===== src/rtl/i2c_cond_pkg.sv =====
package i2c_cond_pkg;

  typedef enum logic [2:0] {
    CS_IDLE,
    CS_S_SDA,   // SDA low, SCL free, hold time
    CS_S_SCL,   // SCL low, start finished
    CS_P_SDA,   // SDA low before SCL release
    CS_P_REL,   // SCL released, wait wire high
    CS_P_SU,    // stop setup with SCL high
    CS_P_END,   // SDA released
    CS_R_WAIT   // restart: both released, wait setup and free SCL
  } cond_state_e;

  function automatic int unsigned ns_to_cyc(input int unsigned ns, input int unsigned mhz);
    return (ns * mhz + 999) / 1000;
  endfunction

endpackage


===== src/rtl/i2c_line_monitor.sv =====
module i2c_line_monitor #(
  parameter int unsigned SYNC_STAGES = 2
) (
  input  logic clk_i,
  input  logic rst_ni,
  input  logic scl_i,
  input  logic sda_i,
  output logic scl_o,
  output logic sda_o,
  output logic busy_o
);

  logic [SYNC_STAGES-1:0] scl_sync_q, sda_sync_q;
  logic scl_p_q, sda_p_q, busy_q;
  logic start_det, stop_det;

  generate
    if (SYNC_STAGES == 1) begin : g_one
      always_ff @(posedge clk_i or negedge rst_ni) begin
        if (!rst_ni) begin
          scl_sync_q <= '1;
          sda_sync_q <= '1;
        end else begin
          scl_sync_q <= scl_i;
          sda_sync_q <= sda_i;
        end
      end
    end else begin : g_chain
      always_ff @(posedge clk_i or negedge rst_ni) begin
        if (!rst_ni) begin
          scl_sync_q <= '1;
          sda_sync_q <= '1;
        end else begin
          scl_sync_q <= {scl_sync_q[SYNC_STAGES-2:0], scl_i};
          sda_sync_q <= {sda_sync_q[SYNC_STAGES-2:0], sda_i};
        end
      end
    end
  endgenerate

  assign scl_o = scl_sync_q[SYNC_STAGES-1];
  assign sda_o = sda_sync_q[SYNC_STAGES-1];

  // SCL must be steady high so a joint release is not read as a condition
  assign start_det = scl_o && scl_p_q && sda_p_q && !sda_o;
  assign stop_det  = scl_o && scl_p_q && !sda_p_q && sda_o;

  always_ff @(posedge clk_i or negedge rst_ni) begin
    if (!rst_ni) begin
      scl_p_q <= 1'b1;
      sda_p_q <= 1'b1;
      busy_q  <= 1'b0;
    end else begin
      scl_p_q <= scl_o;
      sda_p_q <= sda_o;
      if (start_det)     busy_q <= 1'b1;
      else if (stop_det) busy_q <= 1'b0;
    end
  end

  assign busy_o = busy_q;

endmodule


===== src/rtl/i2c_phase_timer.sv =====
module i2c_phase_timer #(
  parameter int unsigned STD_CYC  = 1175,
  parameter int unsigned FAST_CYC = 150
) (
  input  logic clk_i,
  input  logic rst_ni,
  input  logic clr_i,
  input  logic fast_i,
  output logic reached_o
);

  localparam int unsigned MAX_CYC = (STD_CYC > FAST_CYC) ? STD_CYC : FAST_CYC;
  localparam int unsigned CNT_W   = $clog2(MAX_CYC + 1);
  localparam logic [CNT_W-1:0] STD_LIM  = CNT_W'(STD_CYC - 1);
  localparam logic [CNT_W-1:0] FAST_LIM = CNT_W'(FAST_CYC - 1);

  logic [CNT_W-1:0] cnt_q;
  logic [CNT_W-1:0] lim;

  assign lim = fast_i ? FAST_LIM : STD_LIM;

  always_ff @(posedge clk_i or negedge rst_ni) begin
    if (!rst_ni)              cnt_q <= '0;
    else if (clr_i)           cnt_q <= '0;
    else if (cnt_q < lim)     cnt_q <= cnt_q + 1'b1;
  end

  assign reached_o = (cnt_q >= lim);

endmodule


===== src/rtl/i2c_cond_fsm.sv =====
module i2c_cond_fsm
  import i2c_cond_pkg::*;
(
  input  logic clk_i,
  input  logic rst_ni,
  input  logic start_i,
  input  logic stop_i,
  input  logic restart_i,
  input  logic fast_i,
  input  logic scl_s_i,
  input  logic sda_s_i,
  input  logic reached_i,
  output logic fast_o,
  output logic clr_o,
  output logic scl_drive_o,
  output logic sda_drive_o,
  output logic ready_o,
  output logic done_o
);

  cond_state_e state_q, state_d;
  logic own_q, own_d;
  logic fast_q, fast_d;

  always_comb begin
    state_d = state_q;
    own_d   = own_q;
    fast_d  = fast_q;
    unique case (state_q)
      CS_IDLE: begin
        if (stop_i) begin
          state_d = CS_P_SDA;
          fast_d  = fast_i;
        end else if (restart_i) begin
          state_d = CS_R_WAIT;
          own_d   = 1'b0;
          fast_d  = fast_i;
        end else if (start_i) begin
          state_d = CS_S_SDA;
          fast_d  = fast_i;
        end
      end
      CS_S_SDA:  if (reached_i) state_d = CS_S_SCL;
      CS_S_SCL: begin
        own_d   = 1'b1;
        state_d = CS_IDLE;
      end
      CS_P_SDA: begin
        if (reached_i) begin
          state_d = CS_P_REL;
          own_d   = 1'b0;
        end
      end
      CS_P_REL:  if (scl_s_i) state_d = CS_P_SU;
      CS_P_SU:   if (reached_i) state_d = CS_P_END;
      CS_P_END:  state_d = CS_IDLE;
      CS_R_WAIT: if (reached_i && scl_s_i && sda_s_i) state_d = CS_S_SDA;
      default:   state_d = CS_IDLE;
    endcase
  end

  always_ff @(posedge clk_i or negedge rst_ni) begin
    if (!rst_ni) begin
      state_q <= CS_IDLE;
      own_q   <= 1'b0;
      fast_q  <= 1'b0;
    end else begin
      state_q <= state_d;
      own_q   <= own_d;
      fast_q  <= fast_d;
    end
  end

  always_comb begin
    scl_drive_o = 1'b0;
    sda_drive_o = 1'b0;
    ready_o     = 1'b0;
    done_o      = 1'b0;
    unique case (state_q)
      CS_IDLE: begin
        scl_drive_o = own_q;
        sda_drive_o = own_q;
        ready_o     = 1'b1;
      end
      CS_S_SDA: sda_drive_o = 1'b1;
      CS_S_SCL: begin
        sda_drive_o = 1'b1;
        scl_drive_o = 1'b1;
        done_o      = 1'b1;
      end
      CS_P_SDA: begin
        sda_drive_o = 1'b1;
        scl_drive_o = own_q;
      end
      CS_P_REL, CS_P_SU: sda_drive_o = 1'b1;
      CS_P_END: done_o = 1'b1;
      default: ;
    endcase
  end

  assign clr_o  = (state_d != state_q);
  assign fast_o = fast_q;

endmodule


===== src/rtl/i2c_cond_seq.sv =====
module i2c_cond_seq #(
  parameter int unsigned CLK_MHZ     = 250,
  parameter int unsigned STD_SU_NS   = 4700,
  parameter int unsigned FAST_SU_NS  = 600,
  parameter int unsigned SYNC_STAGES = 2
) (
  input  logic clk_i,
  input  logic rst_ni,
  input  logic start_i,
  input  logic stop_i,
  input  logic restart_i,
  input  logic fast_i,
  input  logic scl_i,
  input  logic sda_i,
  output logic scl_drive_o,
  output logic sda_drive_o,
  output logic busy_o,
  output logic ready_o,
  output logic done_o
);

  localparam int unsigned STD_CYC  = i2c_cond_pkg::ns_to_cyc(STD_SU_NS, CLK_MHZ);
  localparam int unsigned FAST_CYC = i2c_cond_pkg::ns_to_cyc(FAST_SU_NS, CLK_MHZ);

  logic scl_s, sda_s, reached, tmr_clr, fast_q;

  i2c_line_monitor #(.SYNC_STAGES(SYNC_STAGES)) u_mon (
    .clk_i  (clk_i),
    .rst_ni (rst_ni),
    .scl_i  (scl_i),
    .sda_i  (sda_i),
    .scl_o  (scl_s),
    .sda_o  (sda_s),
    .busy_o (busy_o)
  );

  i2c_phase_timer #(.STD_CYC(STD_CYC), .FAST_CYC(FAST_CYC)) u_tmr (
    .clk_i     (clk_i),
    .rst_ni    (rst_ni),
    .clr_i     (tmr_clr),
    .fast_i    (fast_q),
    .reached_o (reached)
  );

  i2c_cond_fsm u_fsm (
    .clk_i       (clk_i),
    .rst_ni      (rst_ni),
    .start_i     (start_i),
    .stop_i      (stop_i),
    .restart_i   (restart_i),
    .fast_i      (fast_i),
    .scl_s_i     (scl_s),
    .sda_s_i     (sda_s),
    .reached_i   (reached),
    .fast_o      (fast_q),
    .clr_o       (tmr_clr),
    .scl_drive_o (scl_drive_o),
    .sda_drive_o (sda_drive_o),
    .ready_o     (ready_o),
    .done_o      (done_o)
  );

endmodule


===== config.mk =====
export PLATFORM = sky130hd
export DESIGN_NAME = i2c_cond_seq
export DESIGN_NICKNAME = d
export VERILOG_FILES = /design/src/rtl/i2c_cond_pkg.sv /design/src/rtl/i2c_line_monitor.sv /design/src/rtl/i2c_phase_timer.sv /design/src/rtl/i2c_cond_fsm.sv /design/src/rtl/i2c_cond_seq.sv
export SDC_FILE = /design/constraint.sdc
export NUM_CORES = 1
export LEC_CHECK = 0
export ABC_AREA = 0
export CELL_PAD_IN_SITES_DETAIL_PLACEMENT = 1
export CELL_PAD_IN_SITES_GLOBAL_PLACEMENT = 1
export CORE_ASPECT_RATIO = 1.25
export CORE_MARGIN = 10
export CORE_UTILIZATION = 49
export CTS_BUF_LIST = sky130_fd_sc_hd__clkbuf_4 sky130_fd_sc_hd__clkbuf_8
export CTS_CLUSTER_SIZE = 30
export DETAILED_ROUTE_END_ITERATION = 10
export PLACE_DENSITY_LB_ADDON = 0.3
export SETUP_SLACK_MARGIN = 0.2
export SYNTH_ARGS = -nofsm -noshare
export SYNTH_HDL_FRONTEND = slang
export SYNTH_SLANG_ARGS = --single-unit

===== constraint.sdc =====
create_clock -name clk_i -period 4.8 [get_ports clk_i]
set_clock_uncertainty 0.2 [all_clocks]
set_input_delay 1.2 -clock clk_i [delete_from_list [all_inputs] [get_ports clk_i]]
set_output_delay 1.2 -clock clk_i [all_outputs]
set_load 0.005 [all_outputs]

==> summary.txt, run 1 <==
Outcome
  – Status: finished clean

Finish
  – Most common cell after layout, fill and taps aside: dfrtp_1
  – Commonest cells after routing, fill and taps aside: dfrtp_1 (17), o21ai_0 (14), nand2_1 (13)
  – FF+latch area: 583 sq um
  – Post-route insts no fill: about 180
  – P&R area growth vs syn: 12.6%
  – Fill cells: approximately 320
  – Layout cells sized above 1: between 10% and 20%
  – Final Util: a little under three fifths
  – ANT cells: 0
  – Area of the multi-input gates: approximately 700 sq um
  – Fin nets: between 150 and 200

Floorplan
  – Die Height: roughly 80 um
  – Chip width: between 60 and 70 um
  – Core area: approximately 2600 sq um
  – Site row count: 21
  – Die area: 5190 sq um
  – Initial Util: roughly half
  – Boundary pin count: 13

Detailed routing
  – Final wirelength: around 3500 um
  – Via/cell ratio: around 6.3
  – Vias: 1155
  – DRT antenna net count: 0
  – 1st-iter DRT viols: 55
  – First drt pass iteration count: 4
  – Wire per inst: around 19 um
  – Residual DRC: 0

Power
  – Leakage: approximately 0.57 nW
  – Power Density: 207 nW/um^2
  – Max rail drop VDD: approximately 0.18 mV
  – Tot Pwr: 0.309 mW

Logic synthesis
  – Sequential fraction of the synthesis area: 44.0%
  – Top cell type's share of synthesized area: between 30 and 40%
  – Syn avg cell area: between 9 and 10 sq um
  – Most used DFF post-synth: dfrtp_1
  – Synth Net Count: roughly 150
  – Flops & latches, synth: 23
  – Post-synthesis cell count: roughly 140
  – Syn. warnings: 0
  – Synth top area cells: dfrtp_1 (32%), dfstp_2 (12%), o21ai_0 (5.3%), a211oi_1 (4.5%), ha_1 (3.8%)
  – Ys async rst share: 100%
  – Post-synth top area cell: dfrtp_1
  – Syn Std Cell Area: roughly 1300 sq um
  – Distinct cells, synth: 46
  – Post-synth EDFFs: 0

Worst setup path
  – Critical Path End Type: primary output
  – R2R Setup Slk: 2240 ps
  – Path depth of the worst reg2reg path: 6
  – RR Endpoint: u_tmr.cnt_q[3]
  – CP required: 3400 ps
  – Startpoint Class: flip-flop
  – WS Path Type: reg -> out
  – Worst EP arrival: approximately 2200 ps
  – Origin of the critical flop-to-flop path: u_fsm.fast_o
  – Critical Path Fanout Max: 9

Clock network
  – # resized after CTS: 0
  – Post-CTS Hold Buffers: 0
  – Clock transition at path regs: about 130 ps
  – Post-CTS setup repair buffer count: 0
  – TritonCTS clock tree: built
  – CTS max path bufs: 2
  – Root buf cell: clkbuf_4
  – Num CTS Buffers: 3
  – Worst-Skew Late Latency: between 300 and 400 ps
  – Clk sinks: 23
  – CTS H-tree lvls: 1

Global route
  – Most used routing layer: met2
  – Met1 usage: between 10% and 20%
  – M3 GR Usage: around 2.4%
  – Global route overflow: 0
  – Vias in the first global route: about 1300
  – Initial antenna violation count: 0
  – Met2 usage: roughly a quarter
  – First-pass GRT wire length: 6200 um
  – Gr usage total: approximately 15%
  – Pin count of the biggest net entering global routing: 24

STA
  – Fin crit period: 3580 ps
  – TNS Setup: 0 ps
  – Unrepaired setup endpoints after global routing: no
  – Slew HR: between 30 and 40%
  – Final worst-path cycle share: 74.5%
  – Final Hold Vio Count: 0
  – Setup violations, final: 0
  – F_max: approximately 280 MHz
  – Least-Margin Pin Slew: ~1000 ps
  – Worst hold slack: around 170 ps
  – Max Slew Vio Count: 0

Place
  – Buffers on Ports: 12
  – Post-DP HPWL: 2640 um
  – Inst Count DP: around 180
  – RD Place Congestion: around 0.75

Worst hold path
  – WHS Path Cells: 0
  – Worst hold endpoint: u_mon.scl_sync_q[1]
  – Hold wc startpoint: u_mon.scl_sync_q[0]
  – HP Class: reg -> reg

Run
  – Max Cap Violations: 0
## metal layers
| metal | vias up | part of all wire (%) |
|---|---|---|
| met5 | - | 0 |
| met4 | 0 | 3.3 |
| met3 | 12 | 3.1 |
| met2 | 18 | 52 |
| met1 | 583 | 42 |
| li1 | 542 | - |
## flip-flops by register name, summed over array words and instances, names as in the netlist
signal and count:
u_mon.scl_p_q 1, u_mon.sda_sync_q 2, u_tmr.cnt_q 11, u_fsm.own_q 1
u_mon.busy_o 1, u_fsm.state_q 3, u_mon.scl_sync_q 2, u_fsm.fast_o 1
u_mon.sda_p_q 1
## synthesized netlist by cell type (all sizes together), types with 4 or more instances
| master | count |
|---|---|
| a21oi | 4 |
| a211oi | 9 |
| nand2 | 13 |
| nor3 | 4 |
| nor2 | 6 |
| o21ai | 15 |
| ha | 4 |
| o31ai | 4 |
| or3 | 6 |
| dfrtp | 17 |
| inv | 4 |
| and3 | 4 |
| dfstp | 6 |
## cell families after synthesis
family / share of synthesized area [%]
adder cells (fa/ha/maj): 4.54
buffers and inverters: 3.40
XOR/XNOR: 1.32
flip-flops: 44.0
AO/OA/AOI/OAI: 24.5
AND/OR/NAND/NOR: 20.6
multiplexers: 1.61
## worst max-delay path by stage
stage                          start             end  slack, ps  depth (start not counted)
floorplan           u_fsm.state_q[1]     scl_drive_o       2310                          4
CTS                 u_fsm.state_q[1]     scl_drive_o       1200                          4
detailed placement         restart_i  u_tmr.cnt_q[4]       1570                          4
global placement           restart_i  u_tmr.cnt_q[6]       1650                          4
finish              u_fsm.state_q[1]     scl_drive_o       1220                          4
global route        u_fsm.state_q[1]     scl_drive_o       1100                          4
## power breakdown
part	leakage (nW)	internal, mW	switching (mW)
clock	0.0139	0.0320	0.0622
combinational	0.295	0.00680	0.00661
sequential	0.266	0.199	0.00248
## through the flow
step	setup slack (ps)	area [sq um]
2_1_floorplan	2310	1320
3_3_place_gp	1650	1460
3_5_place_dp	1570	1460
4_1_cts	1200	1490
5_1_grt	1100	1490
6_report	1220	1490
## cell type report
| type | count | share of cell area, % |
|---|---|---|
| Inverter | 5 | 1.26 |
| Multi-Input combinational cell | 105 | 46.7 |
| Sequential cell | 23 | 39.1 |
| Clock buffer | 3 | 1.51 |
| Tap cell | 34 | 2.85 |
| Clock inverter | 1 | 0.504 |
| Timing Repair Buffer | 12 | 8.06 |
## critical path, cell delays in order, from the launching register on
cell	delay [ps]
dfrtp_1	510
clkinv_1	290
maj3_1	420
nor2_1	110
clkdlybuf4s50_1	520
Power figures use the tool's default switching activity.
==> run 2: changes to the inputs <==
Settings changed: CORE_UTILIZATION 49 to 45.
Clock period 4.8 ns to 3.3 ns, I/O delays scaled along.
==> summary.txt, run 2 (synthesis gave the netlist of run 1 again) <==
Outcome
  – Status: finished clean

Finish
  – Final Util: 54.6% (-2.2 points)
  – Post-route insts no fill: 185 (+1.1%)
  – Fin nets: 164 (+1.2%)
  – P&R area growth vs syn: 13.7%
  – Largest Register: u_tmr.cnt_q
  – Fill cells: 336 (+6.7%)
  – Commonest cells after routing, fill and taps aside: dfrtp_1 (16), o21ai_0 (14), nand2_1 (13)
  – Finished Cell Area: 1510 sq um (+1.0%)
  – Top Registers: u_tmr.cnt_q: 11 flops, u_fsm.state_q: 3 flops
  – Flip-flop count of the largest register after layout: 11 (unchanged)
  – ANT cells: 0 (unchanged)
  – Layout cells sized above 1: 17.2% (+2.5 points)
  – Most common cell after layout, fill and taps aside: dfrtp_1

Clock network
  – CTS max path bufs: 2 (unchanged)
  – Post-CTS setup repair buffer count: 0 (unchanged)
  – Root buf cell: clkbuf_4
  – CTS H-tree lvls: 1 (unchanged)
  – Clk sinks: 23 (unchanged)
  – TritonCTS clock tree: built
  – Clock transition at path regs: 130 ps (about the same)
  – Worst-Skew Late Latency: 320 ps (about the same)
  – Num CTS Buffers: 3 (unchanged)
  – Post-CTS Hold Buffers: 0 (unchanged)

STA
  – Slew HR: 46.8% (+17 points)
  – Least-Margin Pin Slew: 795 ps (-249 ps)
  – F_max: ~340 MHz
  – Final Hold Vio Count: 0 (unchanged)
  – TNS Setup: 0 ps (unchanged)
  – Unrepaired setup endpoints after global routing: no
  – Max Slew Vio Count: 0 (unchanged)
  – Fin crit period: 2950 ps
  – Worst hold slack: 166 ps (-3.05 ps)
  – Setup violations, final: 0 (unchanged)
  – Final worst-path cycle share: between 80% and 90%

Detailed routing
  – Via/cell ratio: 6.29 (-0.40%)
  – First drt pass iteration count: 6 (+2)
  – 1st-iter DRT viols: 46 (-16%)
  – Vias: 1163 (+0.69%)
  – DRT antenna net count: 0 (unchanged)
  – Wire per inst: 17.9 um (-7.6%)
  – Residual DRC: 0 (unchanged)
  – Final wirelength: 3310 um (-6.6%)

Worst setup path
  – WS Path Type: reg -> out
  – Worst EP arrival: 1920 ps (-260 ps)
  – CP required: 2270 ps (-1130 ps)
  – Crit-path max cell delay: 510 ps (about the same)
  – Crit path cell chain: clkinv_2, maj3_1, nor2_1, clkdlybuf4s50_1
  – Critical Path Fanout Max: 9 (unchanged)
  – Critical Path End Type: primary output
  – Startpoint Class: flip-flop
  – Slowest CP cell: clkdlybuf4s50_1

Global route
  – Global route overflow: 0 (unchanged)
  – Initial antenna violation count: 0 (unchanged)
  – First-pass GRT wire length: 5870 um (-5.3%)
  – Gr usage total: 13.4% (-1.4 points)
  – Pin count of the biggest net entering global routing: 18 (-25%)
  – Vias in the first global route: 1213 (-6.5%)

Floorplan
  – Die area: 5520 sq um (+6.4%)
  – Die Height: 80.6 um (+3.2%)
  – Boundary pin count: 13 (unchanged)
  – Chip width: 68.5 um (+3.0%)
  – Site row count: 21 (unchanged)
  – Core area: 2760 sq um (+5.0%)
  – Initial Util: 48.0% (-2.4 points)

Place
  – Post-DP HPWL: 2460 um (-7.2%)
  – Inst Count DP: 181 (+1.1%)
  – Placed Area: 1480 sq um (+1.0%)
  – RD Place Congestion: 0.849 (+13%)
  – Buffers on Ports: 12 (unchanged)

Run
  – Max Cap Violations: 0 (unchanged)

Power
  – Leakage: 0.593 nW (+3.1%)
  – Max rail drop VDD: 0.172 mV (-3.7%)
  – Power Density: 298 nW/um^2 (+43%)

Worst hold path
  – HP Class: reg -> reg
[run 2: cell count changes in the layout (fill, tap and decap cells not counted), sizes merged]
cell      previous run  this run
clkinv               1         2
clkinvlp             1         0
buf                  0         2
[run 2: routing by layer]
layer / up-vias / routed length [um] / track usage [%]
met5: - / 0 / 0
met4: 0 / 43 / 5.65
li1: 549 / - / -
met2: 25 / 1790 / 23.1
met1: 584 / 1320 / 15.1
met3: 5 / 156 / 2.78
[run 2: stage by stage]
step	power (mW)	worst slack (ps)
2_1_floorplan	0.299	1020
3_3_place_gp	0.317	625
3_5_place_dp	0.318	506
4_1_cts	0.455	245
5_1_grt	0.466	224
6_report	0.448	354
[run 2: path summary, 6_finish.rpt]
check,from,endpoint,slack (ps),cells past startpoint
worst max-delay path,u_fsm.state_q[1],scl_drive_o,350,4
worst min-delay path,u_mon.sda_sync_q[0],u_mon.sda_sync_q[1],170,0
worst max register to register,u_fsm.fast_o,u_tmr.cnt_q[9],720,6
worst min register to register,u_mon.sda_sync_q[0],u_mon.sda_sync_q[1],170,0
max in group asynchronous,rst_ni,u_tmr.cnt_q[9],1550,2
min in group asynchronous,rst_ni,u_tmr.cnt_q[10],750,1
[run 2: layout make-up]
type	count	area, sq um	area share [%]
multi-input combinational	105	696	46.2
sequential	23	584	38.8
timing repair buffer	14	135	8.98
tap	34	42.5	2.83
clock buffer	3	22.5	1.50
inverter	5	20.0	1.33
clock inverter	1	5.00	0.333
[run 2: where the power goes]
part           internal [mW]  switching, mW  leakage, nW
Sequential             0.290        0.00334        0.266
Combinational         0.0106        0.00927        0.309
Clock                 0.0455         0.0897       0.0177
[run 2: worst max-delay path, delay by kind of cell, from the launching register on]
family | cells | cell delay (ps)
fa+ha+maj | 1 | 380
buf+inv | 2 | 660
flops | 1 | 460
simple gates | 1 | 100
[run 2: what timing repair did]
item	4_1_cts	5_1_grt
hold endpoints to repair	0	0
resized for setup	1	1
gates cloned	0	0
setup endpoints to repair	1	1
